[src/rtl/gf2m_mont_pkg.sv]
package gf2m_mont_pkg;
  // Width of the step counter for a field of size m.
  function automatic int step_cnt_w(input int m);
    return (m < 2) ? 1 : $clog2(m + 1);
  endfunction
endpackage

[src/rtl/gf2m_mont_row.sv]
// One accumulate-and-divide row: s = acc + a_bit*b + d*f (with x^M term), next = s / x.
module gf2m_mont_row #(
  parameter int M = 8
) (
  input  logic [M-1:0] acc,
  input  logic [M-1:0] b_op,
  input  logic [M-1:0] f_op,
  input  logic         a_bit,
  input  logic         d_bit,
  output logic [M-1:0] acc_next,
  output logic         sum_lsb
);
  logic [M:0] sum;

  generate
    for (genvar j = 0; j < M; j++) begin : g_cell
      assign sum[j] = acc[j] ^ (a_bit & b_op[j]) ^ (d_bit & f_op[j]);
    end
  endgenerate
  // Leading coefficient of f is always 1.
  assign sum[M]   = d_bit;
  assign acc_next = sum[M:1];
  assign sum_lsb  = sum[0];
endmodule

[src/rtl/gf2m_mont_lookahead.sv]
// Predicts the reduction bit of the next step from operand bits only,
// without waiting on the row output.
module gf2m_mont_lookahead (
  input  logic acc_b1,
  input  logic b_b0,
  input  logic b_b1,
  input  logic f_b1,
  input  logic a_bit,
  input  logic a_next,
  input  logic d_bit,
  output logic d_next
);
  assign d_next = (a_next & b_b0) ^ acc_b1 ^ (a_bit & b_b1) ^ (d_bit & f_b1);
endmodule

[src/rtl/gf2m_mont_ctrl.sv]
module gf2m_mont_ctrl
  import gf2m_mont_pkg::*;
#(
  parameter int M = 8
) (
  input  logic clk,
  input  logic rst_n,
  input  logic start,
  output logic load,
  output logic busy,
  output logic done
);
  localparam int CW = step_cnt_w(M);
  localparam logic [CW-1:0] LAST = CW'(M - 1);

  logic [CW-1:0] cnt;

  assign load = start & ~busy;

  always_ff @(posedge clk or negedge rst_n) begin
    if (!rst_n) begin
      cnt  <= '0;
      busy <= 1'b0;
      done <= 1'b0;
    end else begin
      done <= 1'b0;
      if (load) begin
        cnt  <= '0;
        busy <= 1'b1;
      end else if (busy) begin
        cnt <= cnt + 1'b1;
        if (cnt == LAST) begin
          busy <= 1'b0;
          done <= 1'b1;
        end
      end
    end
  end

  assert_done_pulse_R4: assert property (@(posedge clk) disable iff (!rst_n)
    done |=> !done);
  assert_done_on_finish_R3: assert property (@(posedge clk) disable iff (!rst_n)
    $fell(busy) |-> done);
  assert_no_done_while_busy_R3: assert property (@(posedge clk) disable iff (!rst_n)
    !(busy && done));
endmodule

[src/rtl/gf2m_mont_mul.sv]
module gf2m_mont_mul #(
  parameter int M = 8
) (
  input  logic         clk,
  input  logic         rst_n,
  input  logic         start,
  input  logic [M-1:0] a_in,
  input  logic [M-1:0] b_in,
  input  logic [M-1:0] f_in,
  output logic         busy,
  output logic         done,
  output logic [M-1:0] c_out
);
  logic         load;
  logic [M-1:0] a_sr, b_q, f_q, acc, acc_next;
  logic         d_q, d_next, sum_lsb;

  gf2m_mont_ctrl #(.M(M)) u_ctrl (
    .clk(clk), .rst_n(rst_n), .start(start),
    .load(load), .busy(busy), .done(done)
  );

  gf2m_mont_row #(.M(M)) u_row (
    .acc(acc), .b_op(b_q), .f_op(f_q), .a_bit(a_sr[0]), .d_bit(d_q),
    .acc_next(acc_next), .sum_lsb(sum_lsb)
  );

  gf2m_mont_lookahead u_look (
    .acc_b1(acc[1]), .b_b0(b_q[0]), .b_b1(b_q[1]), .f_b1(f_q[1]),
    .a_bit(a_sr[0]), .a_next(a_sr[1]), .d_bit(d_q), .d_next(d_next)
  );

  always_ff @(posedge clk or negedge rst_n) begin
    if (!rst_n) begin
      a_sr <= '0;
      b_q  <= '0;
      f_q  <= '0;
      acc  <= '0;
      d_q  <= 1'b0;
    end else if (load) begin
      a_sr <= a_in;
      b_q  <= b_in;
      f_q  <= {f_in[M-1:1], f_in[0] | 1'b1};  // constant term forced to 1
      acc  <= '0;
      d_q  <= a_in[0] & b_in[0];
    end else if (busy) begin
      a_sr <= a_sr >> 1;
      acc  <= acc_next;
      d_q  <= d_next;
    end
  end

  assign c_out = acc;

  assert_exact_shift_R9: assert property (@(posedge clk) disable iff (!rst_n)
    busy |-> !sum_lsb);
  assert_operands_frozen_R6: assert property (@(posedge clk) disable iff (!rst_n)
    busy |=> ($stable(b_q) && $stable(f_q)));
  assert_const_term_R2: assert property (@(posedge clk) disable iff (!rst_n)
    busy |-> f_q[0]);
  assert_start_ignored_R5: assert property (@(posedge clk) disable iff (!rst_n)
    (busy && start) |=> (busy || done));
  assert_hold_result_R7: assert property (@(posedge clk) disable iff (!rst_n)
    (!busy && !start) |=> $stable(c_out));
endmodule

[config.mk]
export PLATFORM = sky130hd
export DESIGN_NAME = gf2m_mont_mul
export DESIGN_NICKNAME = d
export VERILOG_FILES = /design/src/rtl/gf2m_mont_pkg.sv /design/src/rtl/gf2m_mont_row.sv /design/src/rtl/gf2m_mont_lookahead.sv /design/src/rtl/gf2m_mont_ctrl.sv /design/src/rtl/gf2m_mont_mul.sv
export SDC_FILE = /design/constraint.sdc
export NUM_CORES = 1
export LEC_CHECK = 0
export ABC_CLOCK_PERIOD_IN_PS = 2830
export BUFFER_PORTS_ARGS = -buffer_cell sky130_fd_sc_hd__clkbuf_2
export CAP_MARGIN = 10
export CORE_UTILIZATION = 61
export CTS_BUF_LIST = sky130_fd_sc_hd__clkbuf_4
export DETAILED_ROUTE_END_ITERATION = 10
export PLACE_DENSITY = 0.87
export SLEW_MARGIN = 25
export SYNTH_ARGS = -nofsm -noshare
export SYNTH_HDL_FRONTEND = slang
export SYNTH_SLANG_ARGS = --single-unit
export TNS_END_PERCENT = 5
[constraint.sdc]
create_clock -name clk -period 2.83 [get_ports clk]
set_input_delay 0.283 -clock clk [delete_from_list [all_inputs] [get_ports clk]]
set_output_delay 0.283 -clock clk [all_outputs]
set_load 0.01 [all_outputs]
==> PnR_summary.wiki, run 1 <==
{| class="wikitable"
! Metric !! Value
|-
| Outcome || finished, violations left
|-
| Failing checks || DRC
|-
| Antenna violations before repair || 0
|-
| Total power after layout || 2.37 mW
|-
| Number of vias per cell || 5.68
|-
| P per Cell Area || 1170 nW/um^2
|-
| CTS tree || yes
|-
| Peak supply drop || 0.594 mV
|-
| Worst-path clk slew || 110 ps
|-
| Headroom to the max-slew limit || 38.2%
|-
| Arrival time of data at the critical path endpoint || 1290 ps
|-
| Post-synth EDFFs || 0
|-
| Most numerous cell in the Yosys netlist || dfrtp_1
|-
| Number of hold-slack violations in the final timing report || 0
|-
| Final weighted congestion in routability-driven placement || 0.691
|-
| Core Box Area || 2810 sq um
|-
| CTS H-Tree Depth || 2
|-
| Number of gates given a new drive strength after cts || 0
|-
| Worst hold path class || in2async
|-
| Total clock buffers created by CTS || 5
|-
| Share of layout cells above drive strength 1 || 32.6%
|-
| Final critical-path share of the clock period || 55.5%
|-
| Vias || 1205
|-
| Maximum buffer depth of the clock tree || 2
|-
| Overall global routing resource usage || 24.1%
|-
| Total area of sequential cells || 951 sq um
|-
| Data required time at the worst endpoint || 2550 ps
|-
| Overall overflow remaining after global route || 0
|-
| Number of placement rows || 19
|-
| Dominant register cell in the synthesized netlist || dfrtp_1
|-
| Final WS setup || 1260 ps
|-
| Final routed wire length divided by cell count || 15.7 microns
|-
| Vias in the first global route || 1293
|-
| Area of the die || 3220 sq um
|-
| Clock latency on the worst-skew pair || 340 ps
|-
| Root buffer selected by CTS || clkbuf_4
|-
| Type of the worst setup path || reg2out
|-
| Post-CTS Setup Bufs || 0
|-
| WL final || 3330 microns
|-
| Effective utilization at floorplan || 65.2%
|-
| Fin crit period || 1570 ps
|-
| Setup repair after global routing missed its margin || no
|-
| Final worst clock skew || 5.75 ps
|-
| Synth area leader || dfrtp_1
|-
| Instance area at placement || 1960 sq um
|-
| Number of diodes added for antenna fixing || 0
|-
| Maximum Capacitance Violations || 0
|-
| Crit. End Element || output port
|-
| Leading post-synthesis cells by cell area || dfrtp_1 (52%), mux2_4 (8.2%), xnor2_1 (7.2%)
|-
| Asr flop ratio synth || 100%
|-
| Global-route wire length before repair || 5680 microns
|-
| Static leakage || 0.990 nW
|-
| CTS Sinks || 38
|-
| DPL Wire Length || 2280 microns
|-
| Horizontal extent of the die || 56.7 microns
|-
| Number of port buffers || 35
|-
| Fill cell count || 197
|-
| Layout overhead on the synthesized area || 11.0%
|-
| Critical path peak fanout || 39
|-
| Total iterations of the first detailed-routing run || 7
|-
| Setup TNS after final layout || 0 ps
|-
| Top post-synthesis cells by count || dfrtp_1 (38), nand2_1 (23), xnor2_1 (15)
|-
| Post-Place Setup Slack || 1020 ps
|-
| Final-report max-slew violation count || 0
|-
| Post-synthesis instance area || 1830 sq um
|-
| Slew at the pin closest to its max-slew limit || 927 ps
|-
| Total number of yosys warnings || 0
|-
| Max Freq || 637 MHz
|-
| Mean Syn Cell Area || 12.3 sq um
|-
| Cts-stage hold buffer count || 0
|-
| 1st-iter DRT viols || 34
|-
| Routed Antenna Nets || 0
|-
| Vertical die dimension || 56.7 microns
|-
| Post-route cell area || 2030 sq um
|-
| Endpoints failing setup || 0
|-
| Number of distinct library cells after synthesis || 24
|-
| Area of combinational cells with multiple inputs || 786 sq um
|-
| Share of synthesized area occupied by flip-flops and latches || 52.0%
|-
| Portion of synthesized cell area occupied by the leading cell type || 52.0%
|-
| Synth Register Bits || 38
|-
| Top-level port count || 37
|-
| Number of standard cells after synthesis || 149
|-
| Number of nets in the finished design || 209
|-
| Startpoint Class || register
|-
| Drc violations || 4
|-
| Maximum number of pins on one net before global-route repair || 40
|-
| Syn_nets || 177
|}
## flip-flops by register name (all words and copies together) (netlist names)
| name | cells |
|---|---|
| b_q | 8 |
| f_q | 7 |
| d_q | 1 |
| u_ctrl.done | 1 |
| c_out | 8 |
| u_ctrl.busy | 1 |
| u_ctrl.cnt | 4 |
| a_sr | 8 |
## final timing paths
path	startpoint	endpoint	slack, ps	depth (start not counted)
worst max register to register	u_ctrl.busy	f_q[4]	1420	2
max in group asynchronous	rst_n	c_out[1]	2190	1
min in group clk	b_in[1]	b_q[1]	170	2
worst min register to register	a_sr[5]	a_sr[4]	490	2
worst min-delay path	rst_n	c_out[2]	60	1
worst max-delay path	u_ctrl.busy	busy	1260	2
## cell type report
| cell class | instances | share of cell area (%) |
|---|---|---|
| flip-flops and latches | 38 | 46.9 |
| multi-input cells | 100 | 38.7 |
| repair buffers | 36 | 9.00 |
| well taps | 31 | 1.91 |
| clock buffers | 5 | 1.85 |
| clock inverters | 2 | 1.66 |
## through the flow
step	hold slack [ps]	instances	utilization, %
after floorplan	-12.6	149	-
after global placement	431	205	69.8
after detailed placement	456	205	69.8
after CTS	84.0	212	72.3
after global routing	108	212	72.3
final	63.5	212	72.3
## logic make-up (layout without fill, tap and decap cells)
| group | count (synthesis) | in the layout | synth area share [%] |
|---|---|---|---|
| adder cells (fa/ha/maj) | 1 | 1 | 0.684 |
| flip-flops | 38 | 38 | 52.0 |
| AND/OR/NAND/NOR | 37 | 37 | 10.1 |
| buffers and inverters | 11 | 43 | 5.00 |
| multiplexers | 24 | 24 | 16.3 |
| AO/OA/AOI/OAI | 20 | 20 | 7.32 |
| XOR/XNOR | 18 | 18 | 8.62 |
## where the power goes
part           internal, mW  switching, mW  total [mW]
clock                 0.179          0.169       0.347
sequential            0.804          0.207        1.01
combinational         0.565          0.444        1.01
## critical path, cell delays in order, from the launching register on
cell,delay (ps)
dfrtp_1,400
buf_4,350
clkbuf_2,200
## metal layers
layer	vias up	global-route usage [%]	wire length, microns	share of wire, %
li1	566	-	-	-
met5	-	0	0	0
met4	0	17.4	128	3.8
met3	15	5.76	136	4.1
met2	34	39.8	1670	50
met1	590	27.2	1400	42
## placed cells by master (no fill, tap or decap)
cell type,n
nor2_1,3
nor2b_1,1
ha_1,1
a22o_1,4
buf_4,1
nand3_1,1
bufinv_16,1
xnor2_1,15
o21ai_0,8
dfrtp_1,38
nor2b_4,1
nor3b_1,6
mux2_4,10
a21o_1,6
xor2_1,3
nand2b_1,1
clkinv_1,1
a311oi_1,1
nand2_1,23
clkbuf_4,5
and4b_1,1
mux2_2,6
clkbuf_2,35
mux2i_1,8
a21oi_1,1
Power figures use the tool's default switching activity.
==> run 2, diff against run 1 <==
Settings changed: ABC_CLOCK_PERIOD_IN_PS 2830 to 1330, CORE_UTILIZATION 61 to 51, PLACE_DENSITY 0.87 to 0.78.
Clock period 2.83 ns to 1.33 ns, I/O delays scaled along.
==> run 2 against run 1 <==
The flow now finishes without violations. Worst setup slack got worse by 1200 ps. Utilization is 8.7 points lower. First-iteration DRC count grew 32%. Largest power group is now combinational cells. Largest cell class unchanged. Global-route usage shrank 4.7 points. Register-to-register slack worse by 1400 ps. Combinational power up 120%. Sequential cell count unchanged. Routed wire length is 0.72% lower.
==> PnR_summary.wiki, run 2 (same netlist as run 1, synthesis figures left out) <==
{| class="wikitable"
! Metric !! Value
|-
| Outcome || complete, no violations
|-
| Global-route wire length before repair || 5120 microns
|-
| CTS H-Tree Depth || 2
|-
| Routed Antenna Nets || 0
|-
| CTS tree || yes
|-
| Max Freq || 785 MHz
|-
| Top-level port count || 37
|-
| Type of the worst setup path || reg2reg
|-
| P per Cell Area || 2300 nW/um^2
|-
| Overall overflow remaining after global route || 0
|-
| CTS Sinks || 38
|-
| Horizontal extent of the die || 61.9 microns
|-
| Setup repair after global routing missed its margin || no
|-
| Launch instance of the worst register-to-register path || a_sr[0]
|-
| Clock latency on the worst-skew pair || 350 ps
|-
| Effective utilization at floorplan || 53.9%
|-
| Layout overhead on the synthesized area || 18.0%
|-
| Routing usage on met2 || 30.0%
|-
| Critical path peak fanout || 8
|-
| Final critical-path share of the clock period || 95.8%
|-
| Maximum number of pins on one net before global-route repair || 40
|-
| Data required time at the worst endpoint || 1570 ps
|-
| Number of port buffers || 35
|-
| Commonest non-fill, non-tap cell in the layout || dfrtp_1
|-
| Number of cells traversed by the worst register-to-register path || 4
|-
| Routing layer with the top usage in global route || met2
|-
| Drc violations || 0
|-
| Crit. End Element || register
|-
| Core Box Area || 3390 sq um
|-
| Number of vias per cell || 5.08
|-
| Share of layout cells above drive strength 1 || 33.9%
|-
| Total clock buffers created by CTS || 5
|-
| Overall global routing resource usage || 19.4%
|-
| Number of nets in the finished design || 219
|-
| Root buffer selected by CTS || clkbuf_4
|-
| Arrival time of data at the critical path endpoint || 1520 ps
|-
| Antenna violations before repair || 0
|-
| Final weighted congestion in routability-driven placement || 0.755
|-
| Maximum Capacitance Violations || 0
|-
| Capture instance of the worst register-to-register path || c_out[0]
|-
| Area of the die || 3830 sq um
|-
| Worst-path clk slew || 120 ps
|-
| Number of diodes added for antenna fixing || 0
|-
| Fin crit period || 1270 ps
|-
| Peak supply drop || 1.09 mV
|-
| Critical path destination || c_out[0]
|-
| Met1 track utilization from global routing || 24.7%
|-
| Maximum buffer depth of the clock tree || 2
|-
| 1st-iter DRT viols || 45
|-
| Vias in the first global route || 1105
|-
| Internal reg-to-reg setup slack || 60 ps
|-
| Total power after layout || 4.95 mW
|-
| GRT met3 Usage || 6.21%
|-
| Final-report max-slew violation count || 0
|-
| First element of the critical path || a_sr[0]
|-
| Final routed wire length divided by cell count || 13.9 microns
|-
| Worst hold path class || in2reg
|-
| Vias || 1208
|-
| Headroom to the max-slew limit || 68.7%
|-
| Most frequent cells in the layout || dfrtp_1 (36), clkbuf_2 (34), nand2_1 (23), xnor2_1 (15), mux2_4 (10)
|-
| Startpoint Class || register
|-
| Final worst clock skew || 6.25 ps
|-
| DPL Wire Length || 2230 microns
|-
| Post-CTS Setup Bufs || 0
|-
| Number of hold-slack violations in the final timing report || 0
|-
| WL final || 3310 microns
|-
| Vertical die dimension || 61.9 microns
|-
| Setup TNS after final layout || 0 ps
|-
| Static leakage || 1.03 nW
|-
| Number of placement rows || 21
|-
| Endpoints failing setup || 0
|-
| Slew at the pin closest to its max-slew limit || 470 ps
|-
| Total iterations of the first detailed-routing run || 5
|}
## run 2: cell count changes in the layout (fill, tap and decap cells not counted), moves of 2 or more
cell,previous run,this run
dlygate4sd3_1,0,7
buf_12,0,2
dfrtp_1,38,36
dfrtp_2,0,2
## run 2: how the worst min path moves through the flow
stage / endpoint / startpoint / depth (start not counted)
3_5_place_dp: b_q[6] / rst_n / 2
4_1_cts: f_q[4] / f_in[4] / 2
3_3_place_gp: b_q[6] / rst_n / 2
5_1_grt: b_q[3] / b_in[3] / 2
6_report: f_q[2] / f_in[2] / 2
2_1_floorplan: a_sr[0] / rst_n / 0
## run 2: repair_timing
action,in CTS,in global routing
hold buffers,1,6
hold endpoints to repair,38,6
setup endpoints to repair,0,2
gates resized for setup,0,4
## run 2: worst max-delay path, stage by stage (launching register included)
cell,delay (ps)
dfrtp_1,520
nand2_1,110
xor2_1,180
xor2_1,180
a22o_1,180
## run 2: power by group
group	switching, mW	leakage, nW	internal, mW
clock network	0.383	0.0286	0.197
logic	0.919	0.539	1.30
registers	0.438	0.467	1.72
## run 2: cell type report
cell class / instances / area [sq um]
Clock buffer: 5 / 37.5
Clock inverter: 3 / 16.3
Fill cell: 274 / 1230
Multi-Input combinational cell: 100 / 786
Sequential cell: 38 / 953
Tap cell: 46 / 57.6
Timing Repair Buffer: 46 / 307
## run 2: per-layer routing
layer	wire length, microns	up-vias
met5	0	-
li1	-	587
met4	85	0
met1	1460	590
met3	100	9
met2	1660	22
## run 2: metrics by stage
stage / utilization, % / area, sq um / setup slack [ps] / instances / hold slack, ps
3_5_place_dp: 59.7 / 2020 / 83.3 / 223 / 206
2_1_floorplan: - / 1830 / 105 / 149 / -163
4_1_cts: 61.6 / 2090 / 3.21 / 232 / 3.58
3_3_place_gp: 59.7 / 2020 / 97.7 / 223 / 195
5_1_grt: 63.6 / 2160 / 9.95 / 238 / 1.18
6_report: 63.6 / 2160 / 55.8 / 238 / 15.0
==> run 3, diff against run 2 <==
Settings changed: BUFFER_PORTS_ARGS -buffer_cell sky130_fd_sc_hd__clkbuf_2 to -buffer_cell sky130_fd_sc_hd__buf_2, CORE_UTILIZATION 51 to 40, PLACE_DENSITY 0.78 to 0.69.
==> run 3 against run 2 <==
Non-clock buffer count is 3 lower. Hold slack better by 13 ps. Final cell count increased by 1.3%. Sequential cell count stayed put. Register-to-register slack improved by 40 ps. Clock power fell by 3.6%. First-iteration DRC count up 18%. Critical path depth shrank 2. Via count fell by 3.6%. Sequential power hardly changed. Critical path type is now reg2out. Largest power group is now sequential cells. Highest routed layer unchanged.
==> PnR_summary.wiki, run 3 (same netlist as run 1, synthesis figures left out) <==
{| class="wikitable"
! Metric !! Value
|-
| Outcome || complete, no violations
|-
| Final WS setup || 88.2 ps
|-
| Share of layout cells above drive strength 1 || 34.9%
|-
| Cell-internal power || 3.22 mW
|-
| Drc violations || 0
|-
| End-of-flow core utilization || 48.6%
|-
| Overall global routing resource usage || 14.0%
|-
| Crit. End Element || output port
|-
| Area of the die || 4840 sq um
|-
| Arrival time of data at the critical path endpoint || 1110 ps
|-
| Max Freq || 805 MHz
|-
| Startpoint Class || register
|-
| Instance area at placement || 2030 sq um
|-
| Core Box Area || 4380 sq um
|-
| Endpoints failing setup || 0
|-
| Antenna violations before repair || 0
|-
| Maximum number of pins on one net before global-route repair || 40
|-
| Worst-path clk slew || 110 ps
|-
| Proportion of total power due to net switching || 33.5%
|-
| Final worst clock skew || 7.27 ps
|-
| Vias || 1165
|-
| Maximum cell stage delay along the critical path || 450 ps
|-
| Global-route wire length before repair || 5260 microns
|-
| Number of nets in the finished design || 216
|-
| Routed Antenna Nets || 0
|-
| Overall overflow remaining after global route || 0
|-
| Post-route cell area || 2130 sq um
|-
| Clock latency on the worst-skew pair || 330 ps
|-
| Effective utilization at floorplan || 41.7%
|-
| Cell-by-cell trace of the critical path || buf_12 > buf_2
|-
| Type of the worst setup path || reg2out
|-
| Critical path peak fanout || 39
|-
| Share of power burned in registers || 44.4%
|-
| Number of non-filler instances in the completed layout || 241
|-
| Number of hold-slack violations in the final timing report || 0
|-
| Number of diodes added for antenna fixing || 0
|-
| Combinational cell fraction of total power || 44.1%
|-
| Maximum Capacitance Violations || 0
|-
| Final weighted congestion in routability-driven placement || 0.703
|-
| Total iterations of the first detailed-routing run || 4
|-
| Setup TNS after final layout || 0 ps
|-
| Vias in the first global route || 1141
|-
| Slew at the pin closest to its max-slew limit || 468 ps
|-
| Post-CTS Setup Bufs || 0
|-
| 1st-iter DRT viols || 53
|-
| Headroom to the max-slew limit || 68.8%
|-
| Horizontal extent of the die || 69.6 microns
|-
| Post-Place Setup Slack || 51.7 ps
|-
| Data required time at the worst endpoint || 1200 ps
|-
| Most frequent cells in the layout || dfrtp_1 (35), buf_2 (35), nand2_1 (23), xnor2_1 (15), mux2_4 (10)
|-
| CTS tree || yes
|-
| Final critical-path share of the clock period || 93.4%
|-
| Switching power total || 1.62 mW
|-
| Final routed wire length divided by cell count || 12.4 microns
|-
| Number of port buffers || 35
|-
| Layout overhead on the synthesized area || 16.5%
|-
| CTS Sinks || 38
|-
| Root buffer selected by CTS || clkbuf_4
|-
| Setup repair after global routing missed its margin || no
|-
| Instance count after placement with tap cells included || 229
|-
| WL final || 2990 microns
|-
| Vertical die dimension || 69.6 microns
|-
| Number of placement rows || 24
|-
| Number of cells traversed by the worst register-to-register path || 3
|-
| P per Cell Area || 2270 nW/um^2
|-
| Worst hold path class || in2reg
|-
| DPL Wire Length || 2030 microns
|-
| Clock power share || 11.6%
|-
| Peak supply drop || 0.939 mV
|-
| Standard cell with the maximum stage delay on the critical path || dfrtp_2
|-
| Final-report max-slew violation count || 0
|-
| Worst Hold Path Cells || 2
|-
| CTS H-Tree Depth || 2
|-
| Top-level port count || 37
|-
| Number of vias per cell || 4.83
|-
| Total clock buffers created by CTS || 5
|-
| Maximum buffer depth of the clock tree || 2
|-
| Fin crit period || 1240 ps
|-
| Static leakage || 1.02 nW
|}
## run 3: changes by cell type in the layout (fill, tap and decap cells not counted)
cell           previous run  this run
buf_2                     0        35
clkbuf_2                 34         0
dlygate4sd3_1             7         4
buf_6                     1         0
clkbuf_4                  5         6
clkinvlp_4                1         0
dfrtp_1                  36        35
dfrtp_2                   2         3
## run 3: area by class of cell
cell class | instances | area, sq um
fill | 395 | 2250
tap | 52 | 65.1
multi-input combinational | 100 | 786
sequential | 38 | 955
clock buffer | 6 | 45.0
timing repair buffer | 43 | 270
clock inverter | 2 | 8.76
## run 3: final timing paths
path | start | endpoint | slack [ps]
min in group asynchronous | rst_n | f_q[5] | 360
max in group asynchronous | rst_n | d_q | 610
setup reg to reg | u_ctrl.busy | u_ctrl.cnt[0] | 100
hold / removal | b_in[3] | b_q[3] | 30
setup / recovery | u_ctrl.busy | busy | 90
hold reg to reg | a_sr[3] | a_sr[2] | 490
## run 3: timing repair
action,4_1_cts,5_1_grt
gates resized for setup,0,3
hold buffers,1,3
setup endpoints to repair,0,8
hold endpoints to repair,38,3
## run 3: routing by layer
metal  track usage [%]  routed length, microns  up-vias  part of all wire, %
li1                  -                       -      578                    -
met2              21.4                    1420       26                   47
met4              6.12                      47        0                  1.6
met5                 0                       0        -                    0
met1              19.0                    1410      556                   47
met3              3.34                     114        5                  3.8
## run 3: power groups by stage
stage	Clock (mW)	Combinational, mW	Sequential, mW
after CTS	0.591	2.16	2.14
after floorplan	0	1.78	2.07
after global placement	0	2.10	2.16
after detailed placement	0	2.16	2.16
after global routing	0.638	2.39	2.24
final	0.559	2.13	2.14
## run 3: critical path, delay by kind of cell (launching register included)
family	cells	cell delay (ps)
DFF	1	450
buffers and inverters	2	320
## run 3: stage by stage
stage	power, mW	hold WS [ps]
finish	4.83	27.6
global route	5.26	5.56
CTS	4.90	3.09
detailed placement	4.32	206
global placement	4.26	204
floorplan	3.85	-163
